File: src/rtl/wdog_pkg.sv
package wdog_pkg;

   typedef enum logic {
      WD_ARMED   = 1'b0,
      WD_HOLDING = 1'b1
   } wd_mode_e;

   // Width of a counter that must represent values 0 .. n-1.
   function automatic int unsigned idx_bits(input int unsigned n);
      return (n > 1) ? $clog2(n) : 1;
   endfunction

endpackage

File: src/rtl/wdog_tick.sv
module wdog_tick #(
   parameter bit TICK_IS_LEVEL = 1'b0
) (
   input  logic clk,
   input  logic rst_n,
   input  logic tick,
   output logic tick_evt
);
   generate
      if (TICK_IS_LEVEL) begin : g_edge
         logic tick_prev;
         always_ff @(posedge clk or negedge rst_n) begin
            if (!rst_n) tick_prev <= 1'b0;
            else        tick_prev <= tick;
         end
         assign tick_evt = tick & ~tick_prev;
      end else begin : g_pulse
         logic unused_rst;
         assign unused_rst = rst_n & clk;
         assign tick_evt   = tick;
      end
   endgenerate
endmodule

File: src/rtl/wdog_count.sv
module wdog_count #(
   parameter int unsigned          CNT_W        = 4,
   parameter int unsigned          ADDR_W       = 8,
   parameter logic [ADDR_W-1:0]    RESTART_ADDR = 8'h21
) (
   input  logic              clk,
   input  logic              rst_n,
   input  logic              tick_evt,
   input  logic              suspend,
   input  logic              holding,
   input  logic              wr_en,
   input  logic [ADDR_W-1:0] wr_addr,
   output logic              trip
);
   // The top bit rises when the count leaves 0111..1.
   localparam logic [CNT_W-1:0] LAST_LOW = {1'b0, {(CNT_W-1){1'b1}}};

   logic [CNT_W-1:0] cnt;
   logic             restart;
   logic             advance;

   assign restart = wr_en && (wr_addr == RESTART_ADDR);
   assign advance = tick_evt && !suspend && !holding && !restart;
   assign trip    = advance && (cnt == LAST_LOW);

   always_ff @(posedge clk or negedge rst_n) begin
      if (!rst_n)                   cnt <= '0;
      else if (holding || restart)  cnt <= '0;
      else if (trip)                cnt <= '0;
      else if (advance)             cnt <= cnt + 1'b1;
   end
endmodule

File: src/rtl/wdog_hold_ctl.sv
module wdog_hold_ctl
   import wdog_pkg::*;
#(
   parameter int unsigned HOLD_TICKS = 8
) (
   input  logic clk,
   input  logic rst_n,
   input  logic trip,
   input  logic tick_evt,
   output logic holding,
   output logic flag_pulse
);
   localparam int unsigned      HW    = idx_bits(HOLD_TICKS);
   localparam logic [HW-1:0]    HLAST = HW'(HOLD_TICKS - 1);

   wd_mode_e       mode;
   logic [HW-1:0]  hcnt;

   always_ff @(posedge clk or negedge rst_n) begin
      if (!rst_n) begin
         mode       <= WD_ARMED;
         hcnt       <= '0;
         flag_pulse <= 1'b0;
      end else begin
         flag_pulse <= 1'b0;
         case (mode)
            WD_ARMED: begin
               if (trip) begin
                  mode       <= WD_HOLDING;
                  hcnt       <= '0;
                  flag_pulse <= 1'b1;
               end
            end
            WD_HOLDING: begin
               if (tick_evt) begin
                  if (hcnt == HLAST) begin
                     mode <= WD_ARMED;
                     hcnt <= '0;
                  end else begin
                     hcnt <= hcnt + 1'b1;
                  end
               end
            end
            default: mode <= WD_ARMED;
         endcase
      end
   end

   assign holding = (mode == WD_HOLDING);
endmodule

File: src/rtl/wdog_hold.sv
module wdog_hold #(
   parameter int unsigned       CNT_W         = 4,
   parameter int unsigned       HOLD_TICKS    = 8,
   parameter int unsigned       ADDR_W        = 8,
   parameter logic [ADDR_W-1:0] RESTART_ADDR  = 8'h21,
   parameter bit                TICK_IS_LEVEL = 1'b0
) (
   input  logic              clk,
   input  logic              rst_n,
   input  logic              tick,
   input  logic              wr_en,
   input  logic [ADDR_W-1:0] wr_addr,
   input  logic              flag_clr,
   input  logic              suspend,
   output logic              wd_reset,
   output logic              wd_flag_set,
   output logic              tx_disable
);
   generate
      if (CNT_W < 2) begin : g_bad_cnt
         $error("wdog_hold: CNT_W must be at least 2");
      end
      if (HOLD_TICKS < 1) begin : g_bad_hold
         $error("wdog_hold: HOLD_TICKS must be at least 1");
      end
      if (ADDR_W < 1) begin : g_bad_addr
         $error("wdog_hold: ADDR_W must be at least 1");
      end
   endgenerate

   logic tick_evt;
   logic trip;
   logic holding;
   logic tx_lock;

   wdog_tick #(.TICK_IS_LEVEL(TICK_IS_LEVEL)) u_tick (
      .clk      (clk),
      .rst_n    (rst_n),
      .tick     (tick),
      .tick_evt (tick_evt)
   );

   wdog_count #(
      .CNT_W        (CNT_W),
      .ADDR_W       (ADDR_W),
      .RESTART_ADDR (RESTART_ADDR)
   ) u_count (
      .clk      (clk),
      .rst_n    (rst_n),
      .tick_evt (tick_evt),
      .suspend  (suspend),
      .holding  (holding),
      .wr_en    (wr_en),
      .wr_addr  (wr_addr),
      .trip     (trip)
   );

   wdog_hold_ctl #(.HOLD_TICKS(HOLD_TICKS)) u_hold (
      .clk        (clk),
      .rst_n      (rst_n),
      .trip       (trip),
      .tick_evt   (tick_evt),
      .holding    (holding),
      .flag_pulse (wd_flag_set)
   );

   // Transmitter lock: set on expiry, released only by a clear outside the hold.
   always_ff @(posedge clk or negedge rst_n) begin
      if (!rst_n)                     tx_lock <= 1'b0;
      else if (trip)                  tx_lock <= 1'b1;
      else if (flag_clr && !holding)  tx_lock <= 1'b0;
   end

   assign wd_reset   = holding;
   assign tx_disable = tx_lock;
endmodule

File: config.mk
export PLATFORM = sky130hd
export DESIGN_NAME = wdog_hold
export DESIGN_NICKNAME = d
export VERILOG_FILES = /design/src/rtl/wdog_pkg.sv /design/src/rtl/wdog_tick.sv /design/src/rtl/wdog_count.sv /design/src/rtl/wdog_hold_ctl.sv /design/src/rtl/wdog_hold.sv
export SDC_FILE = /design/constraint.sdc
export NUM_CORES = 1
export LEC_CHECK = 0
export BUFFER_PORTS_ARGS = -buffer_cell sky130_fd_sc_hd__buf_4
export CAP_MARGIN = 20
export CORE_MARGIN = 2
export CORE_UTILIZATION = 38
export CTS_BUF_LIST = sky130_fd_sc_hd__clkbuf_4 sky130_fd_sc_hd__clkbuf_8 sky130_fd_sc_hd__clkbuf_16
export DETAILED_ROUTE_END_ITERATION = 12
export HOLD_SLACK_MARGIN = 0.02
export PLACE_DENSITY = 0.65
export SETUP_SLACK_MARGIN = 0.2
export SKIP_CTS_REPAIR_TIMING = 1
export SLEW_MARGIN = 20
export SYNTH_ARGS = -nofsm -noshare
export SYNTH_HDL_FRONTEND = slang
export SYNTH_SLANG_ARGS = --single-unit
File: constraint.sdc
create_clock -name clk -period 1.3 [get_ports clk]
set_input_delay 0.13 -clock clk [delete_from_list [all_inputs] [get_ports clk]]
set_output_delay 0.13 -clock clk [all_outputs]
set_load 0.05 [all_outputs]
==> impl_metrics.json <==
{
  "cts_buffers": 3,
  "drt_first_pass_iters": 2,
  "tightest_slew_ns": 0.362,
  "setup_viol": 0,
  "ios": 17,
  "status": "completed",
  "avgRoutedWirePerCell_um": 12.1,
  "synth_seq_cells": 10,
  "slew_headroom": 0.755,
  "clockBufferDepth": 2,
  "dpl.cell_count": 82,
  "r2r-start": "u_count.cnt[0]$_DFFE_PN0P_",
  "rsz0062_at_grt": "true",
  "leakage_nw": 0.387,
  "synth_most_common_cell": "dfrtp_1",
  "stdcell_area_um2": 772,
  "cpPeakStageDelay_ns": 0.42,
  "grt_max_degree": 11,
  "post-dp-hpwl_um": 803,
  "track_usage": 0.167,
  "synthArstFlopShare": 1.00,
  "critical_path_class": "reg -> reg",
  "port_buffers": 16,
  "synth.cell_area_um2": 518,
  "pre_cts_ws_ns": 0.0744,
  "r2r_cells": 3,
  "cp_cell_sequence": "ha_4, or4_1, a21oi_1",
  "setup_ws_ns": 0.0782,
  "start_kind": "flip-flop",
  "cts.sinks": 10,
  "drive_gt1_frac": 0.413,
  "gr-total-overflow": 0,
  "clock_skew_ns": 0.00596,
  "clkLatencyLatePin_ns": 0.27,
  "hold_viol": 0,
  "vias_per_cell": 4.98,
  "syn-num-nets": 67,
  "grt_pass1_wl_um": 1690,
  "cts_root_buf": "clkbuf_4",
  "wl_um": 1090,
  "synth_cell_type_count": 19,
  "yosys_warnings": 0,
  "ant_nets": 0,
  "vias": 448,
  "maxSlewViolCount": 0,
  "yosys-top-cells-count": "dfrtp_1, nand2_1, nor2_1",
  "required_ns": 1.49,
  "htreeDepth": 1,
  "ys_seq_area_frac": 0.483,
  "synthTopCellsByArea": "dfrtp_1, mux2i_1, ha_1",
  "routabilityCongestion": 0.741,
  "drc": 0,
  "rows": 13,
  "fin_tns_setup_ns": 0,
  "placed_area_um2": 671,
  "clock.fmax_ghz": 0.818,
  "hold_start": "tick",
  "coreArea_mm2": 0.00128,
  "fin_nets": 93,
  "synth_ff_type": "dfrtp_1",
  "min_path_type": "in -> reg",
  "ff2ff_setup_slack_ns": 0.08,
  "crit_path_end_kind": "flip-flop",
  "crit_arrival_ns": 1.42,
  "die_x_um": 40.9,
  "period_share": 0.940,
  "synth_cells": 50,
  "start_util": 0.403,
  "min_period_ns": 1.22,
  "reg2reg_to": "u_count.cnt[3]$_DFFE_PN0P_",
  "synth_top_area_frac": 0.483,
  "antenna_cells": 0,
  "area_delta_synth_final_pct": 49.0,
  "grt_antenna_before_repair": 0,
  "first_iter_violations": 1,
  "synth_top_area_cell": "dfrtp_1",
  "hold-path-cell-count": 4,
  "cts_tree": "yes",
  "slowest_stage": "dfrtp_1",
  "syn-mean-instance-area_um2": 10.4,
  "synth_edf_count": 0,
  "die_h_um": 40.9,
  "power.density_mw_per_mm2": 1660,
  "cp_max_fo": 4,
  "min_to": "u_hold.holding$_DFF_PN0_",
  "ir_drop_uv": 714,
  "cap_violations": 0,
  "path_clk_slew_ns": 0.07,
  "fin_cells": 90,
  "die_area_mm2": 0.00167,
  "grt_pass1_vias": 402
}
-- worst max-delay path by stage --
| stage | start | to | slack (ns) | depth (start not counted) |
|---|---|---|---|---|
| global placement | u_count.cnt[0]$_DFFE_PN0P_ | u_count.cnt[3]$_DFFE_PN0P_ | 0.12 | 3 |
| finish | u_count.cnt[0]$_DFFE_PN0P_ | u_count.cnt[3]$_DFFE_PN0P_ | 0.08 | 3 |
| detailed placement | u_count.cnt[0]$_DFFE_PN0P_ | u_count.cnt[3]$_DFFE_PN0P_ | 0.07 | 3 |
| floorplan | u_count.cnt[0]$_DFFE_PN0P_ | u_count.cnt[3]$_DFFE_PN0P_ | 0.15 | 3 |
| CTS | u_count.cnt[0]$_DFFE_PN0P_ | u_count.cnt[3]$_DFFE_PN0P_ | 0.07 | 3 |
| global route | u_count.cnt[0]$_DFFE_PN0P_ | u_count.cnt[3]$_DFFE_PN0P_ | 0.02 | 3 |
-- layout make-up --
type / instances / area [um2]
clock buffer: 4 / 30.0
fill: 123 / 513
inverter: 2 / 7.51
multi-input combinational: 38 / 300
sequential: 10 / 251
tap: 15 / 18.8
timing repair buffer: 21 / 164
-- kinds of logic (layout without fill, tap and decap cells) --
| logic type | count (synthesis) | in the layout | share of synthesized area |
|---|---|---|---|
| xor+xnor | 1 | 1 | 0.0169 |
| mux | 4 | 4 | 0.0773 |
| simple gates | 18 | 18 | 0.198 |
| buf+inv | 2 | 27 | 0.0145 |
| flops | 10 | 10 | 0.483 |
| compound gates | 12 | 12 | 0.138 |
| fa+ha+maj | 3 | 3 | 0.0725 |
-- state kept, by name, indices dropped and copies added, names as in the netlist --
register / count
tx_disable: 1
u_count.cnt: 4
u_hold.flag_pulse: 1
u_hold.hcnt: 3
u_hold.holding: 1
-- power breakdown --
group | switching (mW) | total (mW) | internal (mW)
registers | 0.0976 | 0.507 | 0.409
logic | 0.262 | 0.530 | 0.268
clock network | 0.109 | 0.248 | 0.140
-- critical path: cells and delay by family (launching register included) --
family / cells / cell delay, ns
AND/OR/NAND/NOR: 1 / 0.41
AO/OA/AOI/OAI: 1 / 0.13
adder cells (fa/ha/maj): 1 / 0.19
flip-flops: 1 / 0.42
-- layer usage --
metal / GRT usage / part of all wire / up-vias
li1: - / - / 231
met1: 0.183 / 0.43 / 206
met2: 0.246 / 0.50 / 7
met3: 0.0652 / 0.040 / 4
met4: 0.150 / 0.033 / 0
met5: 0 / 0 / -
-- per-stage QoR --
stage	util	hold WS, ns	power, mW
finish	0.601	0.173	1.28
floorplan	-	-0.166	0.789
CTS	0.545	-0.326	1.18
detailed placement	0.522	-0.0328	0.926
global route	0.601	0.200	1.38
global placement	0.522	-0.0349	0.909
-- placed cells by master (no fill, tap or decap), drive strengths merged --
| master | Yosys | layout |
|---|---|---|
| clkbuf | 0 | 4 |
| xor2 | 1 | 1 |
| nand2 | 5 | 5 |
| or4 | 1 | 1 |
| buf | 0 | 20 |
| nand3b | 3 | 3 |
| nor2 | 5 | 5 |
| nor4bb | 1 | 1 |
| a31o | 1 | 1 |
| nor3b | 2 | 2 |
| dlygate4sd3 | 0 | 1 |
| a21oi | 4 | 4 |
| nand2b | 1 | 1 |
| mux2i | 4 | 4 |
| a31oi | 2 | 2 |
| dfrtp | 10 | 10 |
| inv | 2 | 2 |
| a311o | 1 | 1 |
| o21ai | 4 | 4 |
| ha | 3 | 3 |
Note: power is estimated with default switching activity, not from simulation.
